**config.mk**
```make
export PLATFORM = sky130hd
export DESIGN_NAME = wlock_filter
export DESIGN_NICKNAME = d
export VERILOG_FILES = /design/src/rtl/wlock_pkg.sv /design/src/rtl/wlock_mode_reg.sv /design/src/rtl/wlock_gate.sv /design/src/rtl/wlock_commit_stage.sv /design/src/rtl/wlock_filter.sv
export SDC_FILE = /design/constraint.sdc
export NUM_CORES = 1
export LEC_CHECK = 0
export BUFFER_PORTS_ARGS = -buffer_cell sky130_fd_sc_hd__buf_2
export CORE_MARGIN = 2
export CORE_UTILIZATION = 48
export DETAILED_ROUTE_END_ITERATION = 12
export PLACE_DENSITY = 0.85
export SETUP_SLACK_MARGIN = 0.15
export SLEW_MARGIN = 25
export SYNTH_ARGS = -nofsm -noshare
export SYNTH_HDL_FRONTEND = slang
export SYNTH_HIERARCHICAL = 1
export SYNTH_SLANG_ARGS = --single-unit
export TNS_END_PERCENT = 50
```
**constraint.sdc**
```tcl
create_clock -name clk -period 2.3 [get_ports clk]
set_input_delay 0.345 -clock clk [delete_from_list [all_inputs] [get_ports clk]]
set_output_delay 0.345 -clock clk [all_outputs]
set_load 0.02 [all_outputs]
```
**src/rtl/wlock_pkg.sv**
```systemverilog
package wlock_pkg;
  typedef enum logic [1:0] {
    MODE_OPEN        = 2'd0,
    MODE_LOCK_ALL    = 2'd1,
    MODE_LOCK_ORIENT = 2'd2
  } lock_mode_e;
endpackage

```
**src/rtl/wlock_mode_reg.sv**
```systemverilog
module wlock_mode_reg
  import wlock_pkg::*;
#(
  parameter int DATA_W = 16,
  parameter logic [DATA_W-1:0] OPEN_KEY   = 16'hBEEF,
  parameter logic [DATA_W-1:0] ALL_KEY    = 16'hDEAD,
  parameter logic [DATA_W-1:0] ORIENT_KEY = 16'hDEAF
) (
  input  logic              clk,
  input  logic              rst_n,
  input  logic              upd,
  input  logic [DATA_W-1:0] upd_data,
  output lock_mode_e        mode,
  output logic [DATA_W-1:0] value
);
  lock_mode_e next_mode;

  // Only the three patterns move the mode; anything else keeps it.
  always_comb begin
    next_mode = mode;
    if (upd) begin
      if (upd_data == OPEN_KEY)        next_mode = MODE_OPEN;
      else if (upd_data == ALL_KEY)    next_mode = MODE_LOCK_ALL;
      else if (upd_data == ORIENT_KEY) next_mode = MODE_LOCK_ORIENT;
    end
  end

  always_ff @(posedge clk) begin
    if (!rst_n) begin
      mode  <= MODE_OPEN;
      value <= OPEN_KEY;
    end else begin
      mode <= next_mode;
      if (upd) value <= upd_data;
    end
  end
endmodule

```
**src/rtl/wlock_gate.sv**
```systemverilog
module wlock_gate
  import wlock_pkg::*;
#(
  parameter int ADDR_W   = 8,
  parameter int NUM_PROT = 2,
  parameter logic [NUM_PROT*ADDR_W-1:0] PROT_LIST = {8'h0E, 8'h0D},
  parameter logic [ADDR_W-1:0] LOCK_ADDR = 8'hFE
) (
  input  lock_mode_e        mode,
  input  logic [ADDR_W-1:0] addr,
  output logic              is_lock_reg,
  output logic              pass
);
  logic [NUM_PROT-1:0] hit;

  for (genvar g = 0; g < NUM_PROT; g++) begin : g_prot
    assign hit[g] = (addr == PROT_LIST[g*ADDR_W +: ADDR_W]);
  end

  assign is_lock_reg = (addr == LOCK_ADDR);

  always_comb begin
    pass = 1'b0;
    if (!is_lock_reg) begin
      unique case (mode)
        MODE_OPEN:        pass = 1'b1;
        MODE_LOCK_ORIENT: pass = ~(|hit);
        default:          pass = 1'b0;
      endcase
    end
  end
endmodule

```
**src/rtl/wlock_commit_stage.sv**
```systemverilog
module wlock_commit_stage #(
  parameter int ADDR_W = 8,
  parameter int DATA_W = 16
) (
  input  logic              clk,
  input  logic              rst_n,
  input  logic              in_valid,
  input  logic              in_pass,
  input  logic [ADDR_W-1:0] in_addr,
  input  logic [DATA_W-1:0] in_data,
  output logic              in_ready,
  output logic              out_valid,
  input  logic              out_ready,
  output logic [ADDR_W-1:0] out_addr,
  output logic [DATA_W-1:0] out_data
);
  logic take;

  assign in_ready = ~out_valid | out_ready;
  assign take     = in_valid & in_ready;

  always_ff @(posedge clk) begin
    if (!rst_n) begin
      out_valid <= 1'b0;
      out_addr  <= '0;
      out_data  <= '0;
    end else if (take) begin
      out_valid <= in_pass;
      if (in_pass) begin
        out_addr <= in_addr;
        out_data <= in_data;
      end
    end else if (out_ready) begin
      out_valid <= 1'b0;
    end
  end
endmodule

```
**src/rtl/wlock_filter.sv**
```systemverilog
module wlock_filter
  import wlock_pkg::*;
#(
  parameter int ADDR_W   = 8,
  parameter int DATA_W   = 16,
  parameter logic [ADDR_W-1:0] LOCK_ADDR = 8'hFE,
  parameter logic [DATA_W-1:0] OPEN_KEY   = 16'hBEEF,
  parameter logic [DATA_W-1:0] ALL_KEY    = 16'hDEAD,
  parameter logic [DATA_W-1:0] ORIENT_KEY = 16'hDEAF,
  parameter int NUM_PROT = 2,
  parameter logic [NUM_PROT*ADDR_W-1:0] PROT_LIST = {8'h0E, 8'h0D}
) (
  input  logic              clk,
  input  logic              rst_n,
  input  logic              wr_valid,
  output logic              wr_ready,
  input  logic [ADDR_W-1:0] wr_addr,
  input  logic [DATA_W-1:0] wr_data,
  output logic              commit_valid,
  input  logic              commit_ready,
  output logic [ADDR_W-1:0] commit_addr,
  output logic [DATA_W-1:0] commit_data,
  output logic [DATA_W-1:0] lock_value
);
  lock_mode_e cur_mode;
  logic       is_lock_reg;
  logic       pass;
  logic       lock_upd;

  // The lock register follows the same acceptance as every other write.
  assign lock_upd = wr_valid & wr_ready & is_lock_reg;

  wlock_gate #(
    .ADDR_W(ADDR_W), .NUM_PROT(NUM_PROT),
    .PROT_LIST(PROT_LIST), .LOCK_ADDR(LOCK_ADDR)
  ) u_gate (
    .mode(cur_mode), .addr(wr_addr),
    .is_lock_reg(is_lock_reg), .pass(pass)
  );

  wlock_mode_reg #(
    .DATA_W(DATA_W), .OPEN_KEY(OPEN_KEY),
    .ALL_KEY(ALL_KEY), .ORIENT_KEY(ORIENT_KEY)
  ) u_mode (
    .clk(clk), .rst_n(rst_n), .upd(lock_upd), .upd_data(wr_data),
    .mode(cur_mode), .value(lock_value)
  );

  wlock_commit_stage #(.ADDR_W(ADDR_W), .DATA_W(DATA_W)) u_out (
    .clk(clk), .rst_n(rst_n),
    .in_valid(wr_valid), .in_pass(pass), .in_addr(wr_addr), .in_data(wr_data),
    .in_ready(wr_ready),
    .out_valid(commit_valid), .out_ready(commit_ready),
    .out_addr(commit_addr), .out_data(commit_data)
  );
endmodule

```
Word level (Yosys, flattened, before mapping)
Index checks and enable logic that the tools add are counted.

storage, ports and cells
  register bits after elaboration = 43
  output and inout bits = 42

cells by class
  equality and inequality tests = 7
  mux-type cells = 7
  bitwise gates (word level) = 5
  reductions and logical operators = 6

operators by type and width
  cell                                                                    number
  16-bit equality test (second input constant)                            3
  8-bit by 4-bit equality test with 1-bit output (second input constant)  2
  8-bit equality test (second input constant)                             1
  2-bit two-way mux                                                       3
  2-bit AND reduction                                                     2
  1-bit two-way mux                                                       3
  3-bit nonzero test                                                      1
  1-bit bitwise AND                                                       2
  2-bit equality test (second input constant)                             1
  2-bit zero test                                                         1
  1-bit NOT                                                               2
  1-bit case mux with 2 select lines                                      1
  2-bit nonzero test                                                      1
  2-bit OR reduction                                                      1
  1-bit OR                                                                1

Longest topological paths before layout
Gate-level depths: netlist (run 1).

  depth after elaboration = 6
  gate-level depth with buffers = 8
  mapped depth without buffers = 7

Cells and area by module
The synthesis (run 1) kept the hierarchy.

by module, submodules not included
  module              instances  cells each  area each (µm²)  sequential area each (µm²)
  wlock_commit_stage  1          109         1014.7           500.5
  wlock_mode_reg      1          69          709.4            360.3
  wlock_gate          1          8           50.0             0.0
  wlock_filter        1          1           6.3              0.0

Least setup slack after synthesis (run 1)
No wires, ideal clock.

  kind = in2reg
  start = input port wr_addr[0]
  end = register u_mode.mode[1]
  required time = 2.181 ns
  slack = 0.443 ns
  cell stages on the path = 8
  arrival time = 1.738 ns
  setup time = 0.119 ns
  path buffers = 1
  path through = nand4b_1 nor2_1 and3_1 buf_4 and4b_1 nand3_1 mux2_2 o221a_2

between the ends
  cells in the longest elaborated chain, start to end = 3

RTL lines
  what                           line                  source
  from (decl)                    wlock_filter.sv:17    input logic [ADDR_W-1:0] wr_addr,
  8-bit equality test            wlock_gate.sv:20      assign is_lock_reg = (addr == LOCK_ADDR);
  via is_lock_reg                wlock_filter.sv:26    logic is_lock_reg;
  1-bit bitwise AND              wlock_filter.sv:31    assign lock_upd = wr_valid & wr_ready & is_lock_reg;
  via lock_upd                   wlock_filter.sv:28    logic lock_upd;
  2-bit AND reduction (no line)  n/a
  to (signal assigned)           wlock_mode_reg.sv:33  mode <= next_mode;
  to (decl)                      wlock_mode_reg.sv:13  output lock_mode_e mode,

The timed path passes the listed nets, and every way through them passes these cells.
A chain may end at the register's enable or synchronous reset.

Final worst setup path (run 1)
  start = register u_mode.mode[1]
  end = register u_out.out_data[2]

between the ends
  cells in the longest elaborated chain, start to end = 4

RTL lines
  what                                                    line                      source
  2-bit equality test or 2-bit zero test (tied branches)  wlock_gate.sv:25          unique case (mode)
  1-bit case mux with 2 select lines (*)                  wlock_gate.sv:25
  1-bit two-way mux (*)                                   wlock_gate.sv:24          if (!is_lock_reg) begin
  via pass                                                wlock_filter.sv:27        logic pass;
  2-bit AND reduction (no line) (*)                       n/a
  to (signal assigned)                                    wlock_commit_stage.sv:31  out_data <= in_data;
  to (decl)                                               wlock_commit_stage.sv:15  output logic [DATA_W-1:0] out_data

The timed path passes the listed nets; every way through them passes the cells marked *.

==> impl_metrics.tcl, run 1 <==
set metrics [dict create \
    viasPerCell 4.97 \
    totalWireLength_um 3900 \
    async_flop_share 0 \
    cts_tree "yes" \
    dr_total_vias 1515 \
    rows 22 \
    max_freq_ghz 0.554 \
    hp-class "input pin to flop" \
    htreeDepth 2 \
    tns_ns 0 \
    switching_share 0.248 \
    wl_per_cell_um 12.8 \
    coreArea_um2 3610 \
    cts_max_path_buffers 2 \
    status "complete, no violations" \
    reg2reg_to "u_out/out_data[2]" \
    grt_pass1_wl_um 6240 \
    diodes 0 \
    crit_fanout 24 \
    rsz0062_at_grt "false" \
    synthTopCellsByCount "nand2_1, dfxtp_1, mux2i_1" \
    fin_util 0.622 \
    netlist_top_cells_area "dfxtp_1, mux2i_1, nand2_1" \
    drc_errors 0 \
    cts_resized 0 \
    synthXorXnorAreaFrac 0.00492 \
    hold_start "wr_data[9]" \
    p_leak_uw 0.00102 \
    dieHeight_um 64.9 \
    holdPathStages 3 \
    cellPowerDensity_nw_per_um2 668 \
    synth.most_common_cell "nand2_1" \
    setup_viol 0 \
    dieWidth_um 64.9 \
    p_int_uw 1130 \
    synth.top_cell.area_share 0.483 \
    syn_to_final_growth_pct 26.1 \
    synth_adder_area_share 0 \
    synth_cells 187 \
    arrival_ns 2.02 \
    hold_viol_final 0 \
    antenna_found_initial 0 \
    p_clk_frac 0.339 \
    post_cts_buffers 0 \
    period_minus_slack_ns 1.80 \
    power.switching_uw 372 \
    place_hpwl_um 2880 \
    synth-compound-area-share 0.0190 \
    post_synth_and_or_nand_nor_area_fraction 0.219 \
    grt_usage 0.195 \
    power.total_uw 1500 \
    synth_top_family_by_area "multiplexers" \
    grt_max_degree 31 \
    cts_buffers 5 \
    vdd_drop_max_uv 375 \
    synth-seq-area-share 0.483 \
    slew-limit-headroom 0.418 \
    syn_area_um2 1780 \
    fin_skew_ns 0.00576 \
    yosysTopAreaCell "dfxtp_1" \
    synthMuxAreaShare 0.231 \
    drive_gt1_frac 0.331 \
    fillers 326 \
    ant_nets 0 \
    ios 70 \
    crit_required_ns 2.51 \
    cts_num_sinks 43 \
    die_area_um2 4210 \
    nets 284 \
    cp-start-kind "flop" \
    r2r_start "u_mode/mode[1]" \
    ys_types 26 \
    pwr-share-comb 0.134 \
    drt_iter0_markers 73 \
    hold_buffers 0 \
    rr_worst_depth 6 \
    cts-root-buf "clkbuf_8" \
    multi_input_area_um2 845 \
    reg2reg_setup_slack_ns 0.50 \
    tightest_slew_ns 0.871 \
    min_to "u_mode/value[9]" \
    clkLatencyLatePin_ns 0.29 \
    sequentialPowerShare 0.527 \
    place_congestion 0.789 \
    cp-end-kind "flop" \
    port_buffers 69 \
    final.period_utilization 0.785 \
    critPathKind "flop to flop" \
    synth_ff_type "dfxtp_1" \
    cap_viol_max_count 0 \
    seqCellArea_um2 861 \
    synth_edf_count 0 \
    ys_seq_elements 43 \
    start_util 0.494 \
    path_clk_slew_ns 0.07 \
    ys.warnings.count 6 \
    firstDrtPassIters 4 \
    syn-num-nets 215 \
    grt_pass1_vias 1379 \
    avgSynthCellArea_um2 9.52 \
    report.final.slew_viol_count 0 \
    gr-total-overflow 0 \
]
## layer usage
layer,vias up,track usage,wire length [um]
met5,-,0,0
met2,46,0.300,1730
met3,9,0.0538,229
li1,763,-,-
met1,697,0.245,1830
met4,0,0.112,107
## critical path: stages (launching register included)
cell	delay, ns
dfxtp_1	0.32
nand3_1	0.08
nor3_1	0.06
nor3_1	0.14
nand2_1	0.13
nor2b_4	0.71
mux2i_1	0.28
## state kept, by name (all words and copies together), names as in the netlist
signal	flops
u_mode/value	16
u_out/out_data	16
u_out/out_addr	8
u_mode/mode	2
u_out/out_valid	1
## through the flow
step	worst slack, ns	cells	instance area, um^2	hold slack [ns]
2_1_floorplan	0.443	187	1780	0.407
3_3_place_gp	0.329	297	2140	0.441
3_5_place_dp	0.303	297	2140	0.446
4_1_cts	0.507	305	2240	0.291
5_1_grt	0.307	305	2240	0.303
6_report	0.495	305	2240	0.299
## cell usage in the layout (no fill, tap or decap), drive strengths merged
cell | netlist | routed
mux2i | 40 | 40
nor2b | 1 | 1
or4 | 1 | 1
nand2 | 63 | 63
nand4 | 2 | 2
clkbuf | 4 | 8
xnor2 | 1 | 1
or4b | 1 | 1
nand3 | 4 | 4
nor2 | 6 | 6
o221a | 1 | 1
dfxtp | 43 | 43
buf | 7 | 73
and3 | 1 | 1
nand2b | 2 | 2
o31a | 1 | 1
a31oi | 1 | 1
and4b | 1 | 1
nand4b | 2 | 2
a21boi | 1 | 1
nor3 | 2 | 2
inv | 1 | 1
mux2 | 1 | 1
## worst max path at each step
stage	startpoint	endpoint	slack (ns)	depth (start not counted)
finish	u_mode/mode[1]	u_out/out_data[2]	0.50	6
floorplan	wr_addr[0]	u_mode/mode[1]	0.44	8
CTS	u_mode/mode[1]	u_out/out_data[7]	0.51	6
global route	u_mode/mode[1]	u_out/out_addr[7]	0.31	6
detailed placement	wr_addr[0]	u_out/out_addr[7]	0.30	7
global placement	wr_addr[0]	u_out/out_data[10]	0.33	7
## final cells by class
| type | instances | area share |
|---|---|---|
| Multi-Input combinational cell | 132 | 0.376 |
| Tap cell | 48 | 0.0268 |
| Clock buffer | 8 | 0.0446 |
| Inverter | 1 | 0.00167 |
| Timing Repair Buffer | 73 | 0.167 |
| Sequential cell | 43 | 0.384 |
## cell families after synthesis
family | count (synthesis)
buf+inv | 12
compound gates | 4
simple gates | 86
flops | 43
xor+xnor | 1
mux | 41
## power by group through the flow
| stage | clock [uW] | sequential [uW] | combinational [uW] |
|---|---|---|---|
| after floorplan | 0 | 844 | 86.5 |
| final | 509 | 790 | 201 |
| after CTS | 523 | 790 | 201 |
| after global routing | 557 | 794 | 218 |
| after global placement | 0 | 807 | 197 |
| after detailed placement | 0 | 807 | 200 |
No activity file was read; power rests on OpenSTA's default activity.
==> run 2: changes to the inputs <==
- ABC_AREA: not set -> 1
- CORE_UTILIZATION: 48 -> 50
- clock period: 2.3 -> 1.88 ns (I/O delays scaled with it)
==> impl_metrics.tcl, run 2 <==
set metrics [dict create \
    layout_commonest_cell "buf_2" \
    dieHeight_um 68.9 \
    cts_max_path_buffers 2 \
    cp-startpoint "u_out/out_valid" \
    viasPerCell 4.92 \
    hold_ws_ns 0.249 \
    port_buffers 69 \
    cts_buffers 5 \
    hp-class "input pin to flop" \
    rr_worst_depth 9 \
    post_cts_buffers 0 \
    yosysTopAreaCell "dfxtp_1" \
    drive_gt1_frac 0.314 \
    rsz0062_at_grt "false" \
    critPathKind "flop to output pin" \
    arrival_ns 1.20 \
    power.total_uw 2070 \
    ant_nets 0 \
    syn_to_final_growth_pct 22.4 \
    dieWidth_um 68.9 \
    crit_fanout 50 \
    hold_buffers 0 \
    synth.most_common_cell "nand2_1" \
    sequentialPowerShare 0.473 \
    reg2reg_setup_slack_ns 0.46 \
    syn_area_um2 2100 \
    fin_skew_ns 0.00770 \
    grt_pass1_wl_um 7670 \
    multi_input_area_um2 941 \
    period_minus_slack_ns 1.48 \
    vdd_drop_max_uv 360 \
    syn-num-nets 326 \
    r2r_start "u_mode/mode[1]" \
    cts-root-buf "clkbuf_8" \
    reg2reg_to "u_out/out_data[15]" \
    netlist_top_cells_area "dfxtp_1, nand2_1, a21oi_2" \
    top_regs "u_mode/value (16), u_out/out_data (16), u_out/out_addr (8)" \
    htreeDepth 2 \
    coreArea_um2 4030 \
    synth_ff_type "dfxtp_1" \
    synthTopCellsByCount "nand2_1, dfxtp_1, inv_1" \
    path_clk_slew_ns 0.08 \
    report.final.slew_viol_count 0 \
    p_int_uw 1510 \
    switching_share 0.270 \
    max_freq_ghz 0.676 \
    hold_viol_final 0 \
    drc_errors 0 \
    status "complete, no violations" \
    grt_pass1_vias 1767 \
    ys_seq_elements 43 \
    ios 70 \
    synth.top_cell.area_share 0.409 \
    firstDrtPassIters 4 \
    avgSynthCellArea_um2 7.06 \
    fillers 377 \
    synth_edf_count 0 \
    cts_resized 0 \
    place_hpwl_um 3570 \
    cellPowerDensity_nw_per_um2 803 \
    start_util 0.522 \
    cts_tree "yes" \
    worst_path_max_delay_cell "dfxtp_1" \
    setup.worst_path.end "wr_ready" \
    cap_viol_max_count 0 \
    die_area_um2 4740 \
    synth-seq-area-share 0.409 \
    slowest_delay_ns 0.32 \
    tightest_slew_ns 0.593 \
    cp-start-kind "flop" \
    tns_ns 0 \
    ys.warnings.count 6 \
    ys_types 20 \
    final.period_utilization 0.787 \
    cts_num_sinks 43 \
    p_clk_frac 0.363 \
    crit_chain "nand2_2 > buf_12 > buf_2" \
    synth_cells 298 \
    slew-limit-headroom 0.604 \
    rows 23 \
    async_flop_share 0 \
    gr-total-overflow 0 \
    clkLatencyLatePin_ns 0.30 \
    pwr-share-comb 0.164 \
    setup_viol 0 \
    drt_iter0_markers 160 \
    wl_per_cell_um 11.8 \
    p_leak_uw 0.00139 \
    final_cell_mix "buf_2, nand2_1, dfxtp_1, inv_1, nor2_1" \
    crit_required_ns 1.60 \
    diodes 0 \
    grt_max_degree 51 \
    cp-end-kind "output pin" \
    power.switching_uw 558 \
    totalWireLength_um 4890 \
    antenna_found_initial 0 \
    grt_usage 0.216 \
    nets 390 \
    seqCellArea_um2 861 \
    dr_total_vias 2034 \
    place_congestion 0.831 \
]
run 2: cell count changes in the layout (fill, tap and decap cells not counted), sizes merged, moves of 4 or more:
cell    delta
nand3     +31
o21ai      +4
nand2      +8
inv       +43
o211ai     +6
mux2i     -40
nor2      +39
a21oi     +28
run 2: metrics by stage:
stage,setup WS (ns),cells,utilization,instance area [um^2]
3_5_place_dp,0.246,405,0.610,2460
2_1_floorplan,0.359,298,-,2100
6_report,0.400,413,0.639,2570
5_1_grt,0.340,413,0.639,2570
4_1_cts,0.389,413,0.639,2570
3_3_place_gp,0.266,405,0.610,2460
run 2: per-layer routing:
metal  GRT usage  share of wire  wire length (um)
met2       0.373           0.48              2370
met3      0.0487          0.061               296
met1       0.275           0.45              2180
met4      0.0515         0.0090                44
met5           0              0                 0
run 2: power by group through the flow:
stage                     combinational (uW)  clock [uW]  sequential (uW)
after detailed placement                 338           0             1000
after global routing                     378         792              984
after floorplan                          175           0             1050
after CTS                                339         761              979
after global placement                   331           0              999
final                                    339         750              978
run 2: final cells by class:
| type | instances | area share |
|---|---|---|
| Inverter | 44 | 0.0641 |
| Clock buffer | 6 | 0.0321 |
| Tap cell | 50 | 0.0243 |
| Sequential cell | 43 | 0.334 |
| Multi-Input combinational cell | 193 | 0.365 |
| Clock inverter | 2 | 0.0136 |
| Timing Repair Buffer | 75 | 0.166 |
run 2: critical path: cells and delay by family (launching register included):
kind,cells,cell delay (ns)
flip-flops,1,0.32
AND/OR/NAND/NOR,1,0.10
buffers and inverters,2,0.48
run 2: logic make-up (layout without fill, tap and decap cells):
kind of cell,after synthesis,count (layout),synth area share
buffers and inverters,62,127,0.144
AOI/OAI and AO/OA,39,39,0.139
DFF,43,43,0.409
and+or+nand+nor,154,154,0.309
run 2: how the worst min path moves through the flow:
stage                         start         endpoint  cells after the start
floorplan                wr_data[9]  u_mode/value[9]                      2
global placement    u_mode/value[7]  u_mode/value[7]                      2
detailed placement  u_mode/value[0]  u_mode/value[0]                      2
CTS                      wr_data[3]  u_mode/value[3]                      3
global route             wr_data[3]  u_mode/value[3]                      3
finish                   wr_data[9]  u_mode/value[9]                      3
